[src/rtl/bitrev_pkg.sv]
package bitrev_pkg;

   typedef enum logic [3:0] {
      ST_IDLE,
      ST_CLEAR,
      ST_COPY,
      ST_ARM,
      ST_SHL,
      ST_SETB,
      ST_SHR,
      ST_DECR,
      ST_FIN
   } seq_state_e;

   typedef struct packed {
      logic clr;
      logic copy;
      logic arm;
      logic shl;
      logic setb;
      logic shr;
      logic decr;
   } seq_ctl_t;

endpackage

[src/rtl/bitrev_ctrl.sv]
module bitrev_ctrl
   import bitrev_pkg::*;
(
   input  logic     clk,
   input  logic     rst_n,
   input  logic     start_i,
   input  logic     lsb_i,
   input  logic     cnt_last_i,
   output seq_ctl_t ctl_o,
   output logic     accept_o,
   output logic     busy_o,
   output logic     done_o
);

   seq_state_e state_q, state_d;

   always_comb begin
      state_d = state_q;
      case (state_q)
         ST_IDLE:  if (start_i) state_d = ST_CLEAR;
         ST_CLEAR: state_d = ST_COPY;
         ST_COPY:  state_d = ST_ARM;
         ST_ARM:   state_d = ST_SHL;
         ST_SHL:   state_d = lsb_i ? ST_SETB : ST_SHR;
         ST_SETB:  state_d = ST_SHR;
         ST_SHR:   state_d = ST_DECR;
         ST_DECR:  state_d = cnt_last_i ? ST_FIN : ST_SHL;
         ST_FIN:   state_d = ST_IDLE;
         default:  state_d = ST_IDLE;
      endcase
   end

   always_ff @(posedge clk or negedge rst_n) begin
      if (!rst_n) state_q <= ST_IDLE;
      else        state_q <= state_d;
   end

   always_comb begin
      ctl_o      = '0;
      ctl_o.clr  = (state_q == ST_CLEAR);
      ctl_o.copy = (state_q == ST_COPY);
      ctl_o.arm  = (state_q == ST_ARM);
      ctl_o.shl  = (state_q == ST_SHL);
      ctl_o.setb = (state_q == ST_SETB);
      ctl_o.shr  = (state_q == ST_SHR);
      ctl_o.decr = (state_q == ST_DECR);
   end

   assign accept_o = (state_q == ST_IDLE) && start_i;
   assign busy_o   = (state_q != ST_IDLE);
   assign done_o   = (state_q == ST_FIN);

   p_done_single_r4: assert property (@(posedge clk) disable iff (!rst_n)
      done_o |=> !done_o);
   p_busy_hold_r3: assert property (@(posedge clk) disable iff (!rst_n)
      (busy_o && !done_o) |=> busy_o);
   p_idle_after_done_r3: assert property (@(posedge clk) disable iff (!rst_n)
      done_o |=> !busy_o);
   p_accept_rises_busy_r2: assert property (@(posedge clk) disable iff (!rst_n)
      accept_o |=> busy_o);
   p_set_needs_lsb_r5: assert property (@(posedge clk) disable iff (!rst_n)
      ctl_o.setb |-> lsb_i);

endmodule

[src/rtl/bitrev_src_shifter.sv]
module bitrev_src_shifter #(
   parameter int DATA_W = 16
) (
   input  logic              clk,
   input  logic              rst_n,
   input  logic              load_i,
   input  logic              shr_i,
   input  logic [DATA_W-1:0] load_val_i,
   output logic              lsb_o
);

   logic [DATA_W-1:0] work_q;

   always_ff @(posedge clk or negedge rst_n) begin
      if (!rst_n)      work_q <= '0;
      else if (load_i) work_q <= load_val_i;
      else if (shr_i)  work_q <= {1'b0, work_q[DATA_W-1:1]};
   end

   assign lsb_o = work_q[0];

   p_load_copies_r9: assert property (@(posedge clk) disable iff (!rst_n)
      load_i |=> (work_q == $past(load_val_i)));
   p_shr_zero_fill_r5: assert property (@(posedge clk) disable iff (!rst_n)
      (shr_i && !load_i) |=> !work_q[DATA_W-1]);

endmodule

[src/rtl/bitrev_loop_counter.sv]
module bitrev_loop_counter #(
   parameter int DATA_W = 16,
   localparam int CNT_W = $clog2(DATA_W + 1)
) (
   input  logic clk,
   input  logic rst_n,
   input  logic arm_i,
   input  logic decr_i,
   output logic last_o
);

   localparam logic [CNT_W-1:0] ARM_VAL = CNT_W'(DATA_W);

   logic [CNT_W-1:0] cnt_q;

   always_ff @(posedge clk or negedge rst_n) begin
      if (!rst_n)      cnt_q <= '0;
      else if (arm_i)  cnt_q <= ARM_VAL;
      else if (decr_i) cnt_q <= cnt_q - 1'b1;
   end

   assign last_o = (cnt_q == CNT_W'(1));

   p_no_wrap_r6: assert property (@(posedge clk) disable iff (!rst_n)
      decr_i |-> (cnt_q != '0));
   p_arm_full_r6: assert property (@(posedge clk) disable iff (!rst_n)
      arm_i |=> (cnt_q == ARM_VAL));

endmodule

[src/rtl/bitrev_accum.sv]
module bitrev_accum #(
   parameter int DATA_W = 16
) (
   input  logic              clk,
   input  logic              rst_n,
   input  logic              clr_i,
   input  logic              shl_i,
   input  logic              setb_i,
   output logic [DATA_W-1:0] acc_o
);

   logic [DATA_W-1:0] acc_q;

   always_ff @(posedge clk or negedge rst_n) begin
      if (!rst_n)      acc_q <= '0;
      else if (clr_i)  acc_q <= '0;
      else if (shl_i)  acc_q <= {acc_q[DATA_W-2:0], 1'b0};
      else if (setb_i) acc_q <= acc_q | DATA_W'(1);
   end

   assign acc_o = acc_q;

   p_setb_on_free_bit_r5: assert property (@(posedge clk) disable iff (!rst_n)
      setb_i |-> !acc_q[0]);
   p_clear_zeroes_r5: assert property (@(posedge clk) disable iff (!rst_n)
      clr_i |=> (acc_q == '0));

endmodule

[src/rtl/bitrev_seq.sv]
module bitrev_seq
   import bitrev_pkg::*;
#(
   parameter int DATA_W = 16
) (
   input  logic              clk,
   input  logic              rst_n,
   input  logic              start_i,
   input  logic [DATA_W-1:0] src_i,
   output logic              busy_o,
   output logic              done_o,
   output logic [DATA_W-1:0] result_o
);

   generate
      if (DATA_W < 2) begin : g_bad_width
         $error("bitrev_seq: DATA_W must be at least 2");
      end
   endgenerate

   seq_ctl_t          ctl;
   logic              accept;
   logic              lsb;
   logic              cnt_last;
   logic [DATA_W-1:0] hold_q;

   always_ff @(posedge clk or negedge rst_n) begin
      if (!rst_n)      hold_q <= '0;
      else if (accept) hold_q <= src_i;
   end

   bitrev_ctrl u_ctrl (
      .clk        (clk),
      .rst_n      (rst_n),
      .start_i    (start_i),
      .lsb_i      (lsb),
      .cnt_last_i (cnt_last),
      .ctl_o      (ctl),
      .accept_o   (accept),
      .busy_o     (busy_o),
      .done_o     (done_o)
   );

   bitrev_src_shifter #(.DATA_W(DATA_W)) u_shift (
      .clk        (clk),
      .rst_n      (rst_n),
      .load_i     (ctl.copy),
      .shr_i      (ctl.shr),
      .load_val_i (hold_q),
      .lsb_o      (lsb)
   );

   bitrev_loop_counter #(.DATA_W(DATA_W)) u_cnt (
      .clk    (clk),
      .rst_n  (rst_n),
      .arm_i  (ctl.arm),
      .decr_i (ctl.decr),
      .last_o (cnt_last)
   );

   bitrev_accum #(.DATA_W(DATA_W)) u_acc (
      .clk    (clk),
      .rst_n  (rst_n),
      .clr_i  (ctl.clr),
      .shl_i  (ctl.shl),
      .setb_i (ctl.setb),
      .acc_o  (result_o)
   );

   logic [DATA_W-1:0] mirror;
   always_comb begin
      for (int k = 0; k < DATA_W; k++) mirror[k] = hold_q[DATA_W-1-k];
   end

   p_result_stable_r8: assert property (@(posedge clk) disable iff (!rst_n)
      !busy_o |=> $stable(result_o));
   p_result_mirror_r5: assert property (@(posedge clk) disable iff (!rst_n)
      done_o |-> (result_o == mirror));
   p_hold_frozen_r9: assert property (@(posedge clk) disable iff (!rst_n)
      busy_o |=> $stable(hold_q));

endmodule

[config.mk]
export PLATFORM = sky130hd
export DESIGN_NAME = bitrev_seq
export DESIGN_NICKNAME = d
export VERILOG_FILES = /design/src/rtl/bitrev_pkg.sv /design/src/rtl/bitrev_ctrl.sv /design/src/rtl/bitrev_src_shifter.sv /design/src/rtl/bitrev_loop_counter.sv /design/src/rtl/bitrev_accum.sv /design/src/rtl/bitrev_seq.sv
export SDC_FILE = /design/constraint.sdc
export NUM_CORES = 1
export LEC_CHECK = 0
export ABC_CLOCK_PERIOD_IN_PS = 2200
export BUFFER_PORTS_ARGS = -buffer_cell sky130_fd_sc_hd__buf_2
export CAP_MARGIN = 25
export CORE_MARGIN = 8
export CORE_UTILIZATION = 57
export CTS_BUF_LIST = sky130_fd_sc_hd__clkbuf_8
export DETAILED_ROUTE_END_ITERATION = 10
export GPL_ROUTABILITY_DRIVEN = 0
export PLACE_DENSITY_LB_ADDON = 0.2
export SETUP_SLACK_MARGIN = 0.3
export SYNTH_ARGS = -nofsm -noshare
export SYNTH_HDL_FRONTEND = slang
export SYNTH_SLANG_ARGS = --single-unit
[constraint.sdc]
create_clock -name clk -period 2.2 [get_ports clk]
set_clock_uncertainty 0.15 [all_clocks]
set_input_delay 0.33 -clock clk [delete_from_list [all_inputs] [get_ports clk]]
set_output_delay 0.33 -clock clk [all_outputs]
set_load 0.03 [all_outputs]
# ---- Word-level counts from Yosys, hierarchy flattened
# Index checks and enable logic that the tools add are counted.
dict set report op_classes {
  add_sub_neg 1
  n_mul 0
  div_mod_pow 0
  order_cmp 0
  eq_ne 10
  shifts 0
  muxes 11
  bitwise 0
  reduce_logical 7
}
# op count
set ops {}
lappend ops {{$mux W16} 4}
lappend ops {{$pmux W4 S8} 1}
lappend ops {{$eq A4 B3 Y1 const B} 4}
lappend ops {{$mux W5} 2}
lappend ops {{$eq A4 B2 Y1 const B} 2}
lappend ops {{$mux W4} 2}
lappend ops {{$reduce_bool A2 Y1} 3}
lappend ops {{$eq A5 B1 Y1 const B} 1}
lappend ops {{$sub A5 B1 Y5 const B} 1}
lappend ops {{$eq A4 B1 Y1 const B} 1}
lappend ops {{$eq A4 B4 Y1 const B} 1}
lappend ops {{$logic_not A4 Y1} 1}
lappend ops {{$reduce_bool A4 Y1} 1}
lappend ops {{$reduce_bool A3 Y1} 1}
lappend ops {{$mux W2} 1}
lappend ops {{$ne A2 B2 Y1 const B} 1}
lappend ops {{$logic_and A1 B1 Y1} 1}
lappend ops {{$mux W1} 1}
dict set report totals {
  register_bits 57
  latchBits 0
  ramBits 0
  mem_bits_ro 0
  input_bits 19
  out_inout_bits 18
  memories 0
}

# ---- Longest topological paths before layout
dict set report depth {
  word_depth 4
  ltp_mapped 5
}

# ---- Modules after synthesis
# A second synthesis with hierarchy kept.
dict set report hier_totals {
  cells_unflattened 215
  hier_area_um2 2628.8
}
# module instances cells_each area_per_inst_um2 seq_area_each_um2
set modules_own_cells {}
lappend modules_own_cells {bitrev_src_shifter 1 69 742.0 400.4}
lappend modules_own_cells {bitrev_accum 1 52 658.1 400.4}
lappend modules_own_cells {bitrev_seq 1 34 649.4 400.4}
lappend modules_own_cells {bitrev_loop_counter 1 25 290.3 125.1}
lappend modules_own_cells {bitrev_ctrl 1 35 289.0 100.1}

# ---- Least setup slack after synthesis
# Ideal clock, no wire load.
dict set report synth_timing {
  kind {register to output}
  start {reg u_ctrl.state_q[2]}
  end {out done_o}
  arrival_ns 1.767
  required_ns 1.720
  slack_ns -0.047
  path_stages_with_launch 4
  n_path_buf 2
  path_cell_list {dfrtp_1 > buf_2 > buf_2 > nor4b_1}
}
dict set report synth_via {
  elab_chain_len 1
}
# item line_no
set synth_lines {}
lappend synth_lines {{start: declaration} bitrev_ctrl.sv:15} ;# seq_state_e state_q, state_d;
lappend synth_lines {{start signal: assignment} bitrev_ctrl.sv:35} ;# else state_q <= state_d;
lappend synth_lines {{$eq A4 B4 Y1} bitrev_ctrl.sv:51} ;# assign done_o = (state_q == ST_FIN);
lappend synth_lines {{end: declaration} bitrev_seq.sv:11} ;# output logic done_o,
# No other way between the ends.

# ---- Worst setup path in the final report
dict set report layout_timing {
  start {reg u_ctrl.state_q[0]}
  end {out busy_o}
}
dict set report layout_via {
  elab_chain_len 1
}
# item line_no
set layout_lines {}
lappend layout_lines {{$reduce_bool A4 Y1} bitrev_ctrl.sv:50} ;# assign busy_o = (state_q != ST_IDLE);
lappend layout_lines {{end: declaration} bitrev_seq.sv:10} ;# output logic busy_o,
# No other way between the ends.

==> impl_metrics.yaml <==
status:
  status: "finished, final reports clean"
power_and_ir_drop:
  power_density_nw_per_um2: 1530
  p_leak_uw: 0.00157
  peakVddDrop_mv: 0.877
synthesis:
  yosysSeqAreaShare: 0.554
  yosysMostFrequentCell: "dfrtp_1"
  synth.area.top_cells: "dfrtp_1 55%, mux2i_1 6.6%, a21oi_1 6.0%"
  synthSimpleGateAreaFrac: 0.154
  synth_top_area_cell: "dfrtp_1"
  yosys_warnings: 0
  synthAdderAreaFrac: 0.00972
  avgSynthCellArea_um2: 11.4
  synth.distinct_cells: 32
  synth_edf_count: 0
  postSynthNetCount: 247
  synth_top_family_by_area: "multiplexers"
  synth-xor-area-share: 0
  synth-main-ff-cell: "dfrtp_1"
  synth_async_sr_flop_share: 1.00
  synthMuxAreaShare: 0.155
  synth_compound_area_frac: 0.0851
  synthTopCellsByCount: "57 x dfrtp_1, 35 x nand2_1, 31 x a21oi_1"
  netlist_area_um2: 2570
  ys_ff_latch: 57
  syn_inst: 226
  synth_top_area_frac: 0.554
setup_path:
  cp.required_ps: 1720
  arrival_ps: 1350
  end_kind: "output pin"
  r2r_end: "u_acc.acc_o[1]"
  rr_startpoint: "u_ctrl.state_q[2]"
  critPathMaxFanout: 7
  rr_worst_depth: 6
  worstSetupPathType: "register to output pin"
  cp-start-kind: "register"
  regToRegSetupSlack_ps: 450
floorplan:
  rows: 24
  die_h_um: 83.2
  io_pins: 37
  initial_core_util: 0.591
  die-area_um2: 6920
  die_x_um: 83.2
  core_area_um2: 4350
cells_and_area:
  drive_above_1_share: 0.335
  nets: 294
  antenna_cells: 0
  area_growth_pct: 20.7
  finalInstanceArea_um2: 3110
timing:
  maxSlewHeadroom: 0.784
  finalHoldViolations: 0
  rsz0062_at_grt: "yes"
  min_period_ps: 1830
  setup-tns-final_ps: 0
  clock.fmax_mhz: 545
  worstMarginPinSlew_ps: 322
  fin_crit_sh: 0.833
  setup_viol: 0
  drv_slew: 0
clock_tree:
  root_buffer: "clkbuf_8"
  htree_levels: 3
  clock_latency_ps: 330
  cts_tree: "yes"
  cts_buffer_depth: 2
  numCtsBuffers: 9
  cts.sinks: 57
  clk_pin_slew_worst_paths_ps: 60
routing:
  wl_per_cell_um: 14.3
  routed_wl_mm: 4.71
  drt-initial-drc-count: 91
  vias: 1839
  ant_nets: 0
  route.detailed.drc: 0
  drt_first_pass_iters: 5
  vias_per_cell: 5.57
global_route:
  grt_antenna_before_repair: 0
  grt_overflow: 0
  grt_pass1_vias: 1893
  globalRouteTotalUtil: 0.146
  grt_pass1_wl_mm: 8.49
  grt_max_degree: 58
placed_design:
  portBuffers: 36
  place_area_um2: 2800
  place_hpwl_mm: 3.00
flow_run:
  cap_violations: 0
worst_hold_path:
  hold_path_class: "primary input to register"
  worst_hold_path.num_cells: 2
  min_to: "hold_q[15]"
  hp-start: "src_i[15]"
-- metal layers --
metal / track usage / part of all wire
met1: 0.171 / 0.44
met2: 0.238 / 0.50
met3: 0.0459 / 0.055
met4: 0.0671 / 0.0074
met5: 0 / 0
-- how the worst max path moves through the flow --
stage,cells past startpoint,slack [ps],endpoint,from
6_report,3,370,busy_o,u_ctrl.state_q[0]
5_1_grt,3,290,busy_o,u_ctrl.state_q[0]
4_1_cts,3,300,done_o,u_ctrl.state_q[1]
3_5_place_dp,3,330,u_acc.acc_o[14],u_ctrl.state_q[3]
3_3_place_gp,3,390,u_acc.acc_o[7],u_ctrl.state_q[3]
2_1_floorplan,3,370,done_o,u_ctrl.state_q[2]
-- flip-flops by register name (all words and copies together) (netlist names) --
| register | count |
|---|---|
| hold_q | 16 |
| u_acc.acc_o | 16 |
| u_cnt.cnt_q | 5 |
| u_ctrl.state_q | 4 |
| u_shift.work_q | 16 |
-- cell type report --
cell class,instances,area (um2)
fillers,306,1250
inverters,4,15.0
flip-flops and latches,57,1430
repair buffers,50,309
multi-input cells,151,1060
clock inverters,5,77.6
well taps,52,65.1
clock buffers,11,151
-- cells in the final DEF (no fill, tap or decap), drive strengths merged, types with 4 or more instances in the layout --
| cell type | synthesis | final |
|---|---|---|
| a21oi | 31 | 31 |
| buf | 14 | 49 |
| nor2 | 18 | 18 |
| mux2i | 17 | 17 |
| dfrtp | 57 | 57 |
| o21ai | 6 | 6 |
| nand2 | 36 | 36 |
| clkbuf | 0 | 11 |
| mux2 | 17 | 17 |
| inv | 4 | 4 |
-- per-stage QoR --
| step | utilization | power [uW] | setup slack (ps) | hold WS (ps) | cells |
|---|---|---|---|---|---|
| after detailed placement | 0.644 | 3560 | 333 | 203 | 308 |
| after global routing | 0.714 | 5070 | 290 | 71.2 | 330 |
| final | 0.714 | 4750 | 366 | 79.8 | 330 |
| after CTS | 0.708 | 4750 | 297 | 69.1 | 329 |
| after global placement | 0.644 | 3500 | 385 | 203 | 308 |
| after floorplan | - | 3170 | 369 | -116 | 226 |
-- where the power goes --
| part | switching [uW] | internal [uW] |
|---|---|---|
| logic | 995 | 829 |
| clock network | 409 | 695 |
| registers | 324 | 1500 |
-- cell families (layout without fill, tap and decap cells) --
| family | count (synthesis) | in the layout |
|---|---|---|
| flops | 57 | 57 |
| buf+inv | 18 | 70 |
| mux | 34 | 34 |
| fa+ha+maj | 2 | 2 |
| simple gates | 74 | 74 |
| compound gates | 41 | 41 |
-- repair_timing --
action,4_1_cts,5_1_grt
hold buffers,1,0
buffers inserted,4,1
gates resized for setup,6,3
hold endpoints to repair,57,0
pin swaps,1,2
gates cloned,0,0
setup endpoints to repair,2,7
-- worst max-delay path, cell delays in order (launching register included) --
cell	delay, ps
dfrtp_2	480
nor4_4	310
inv_1	70
buf_4	170
Note: power is estimated with default switching activity, not from simulation.
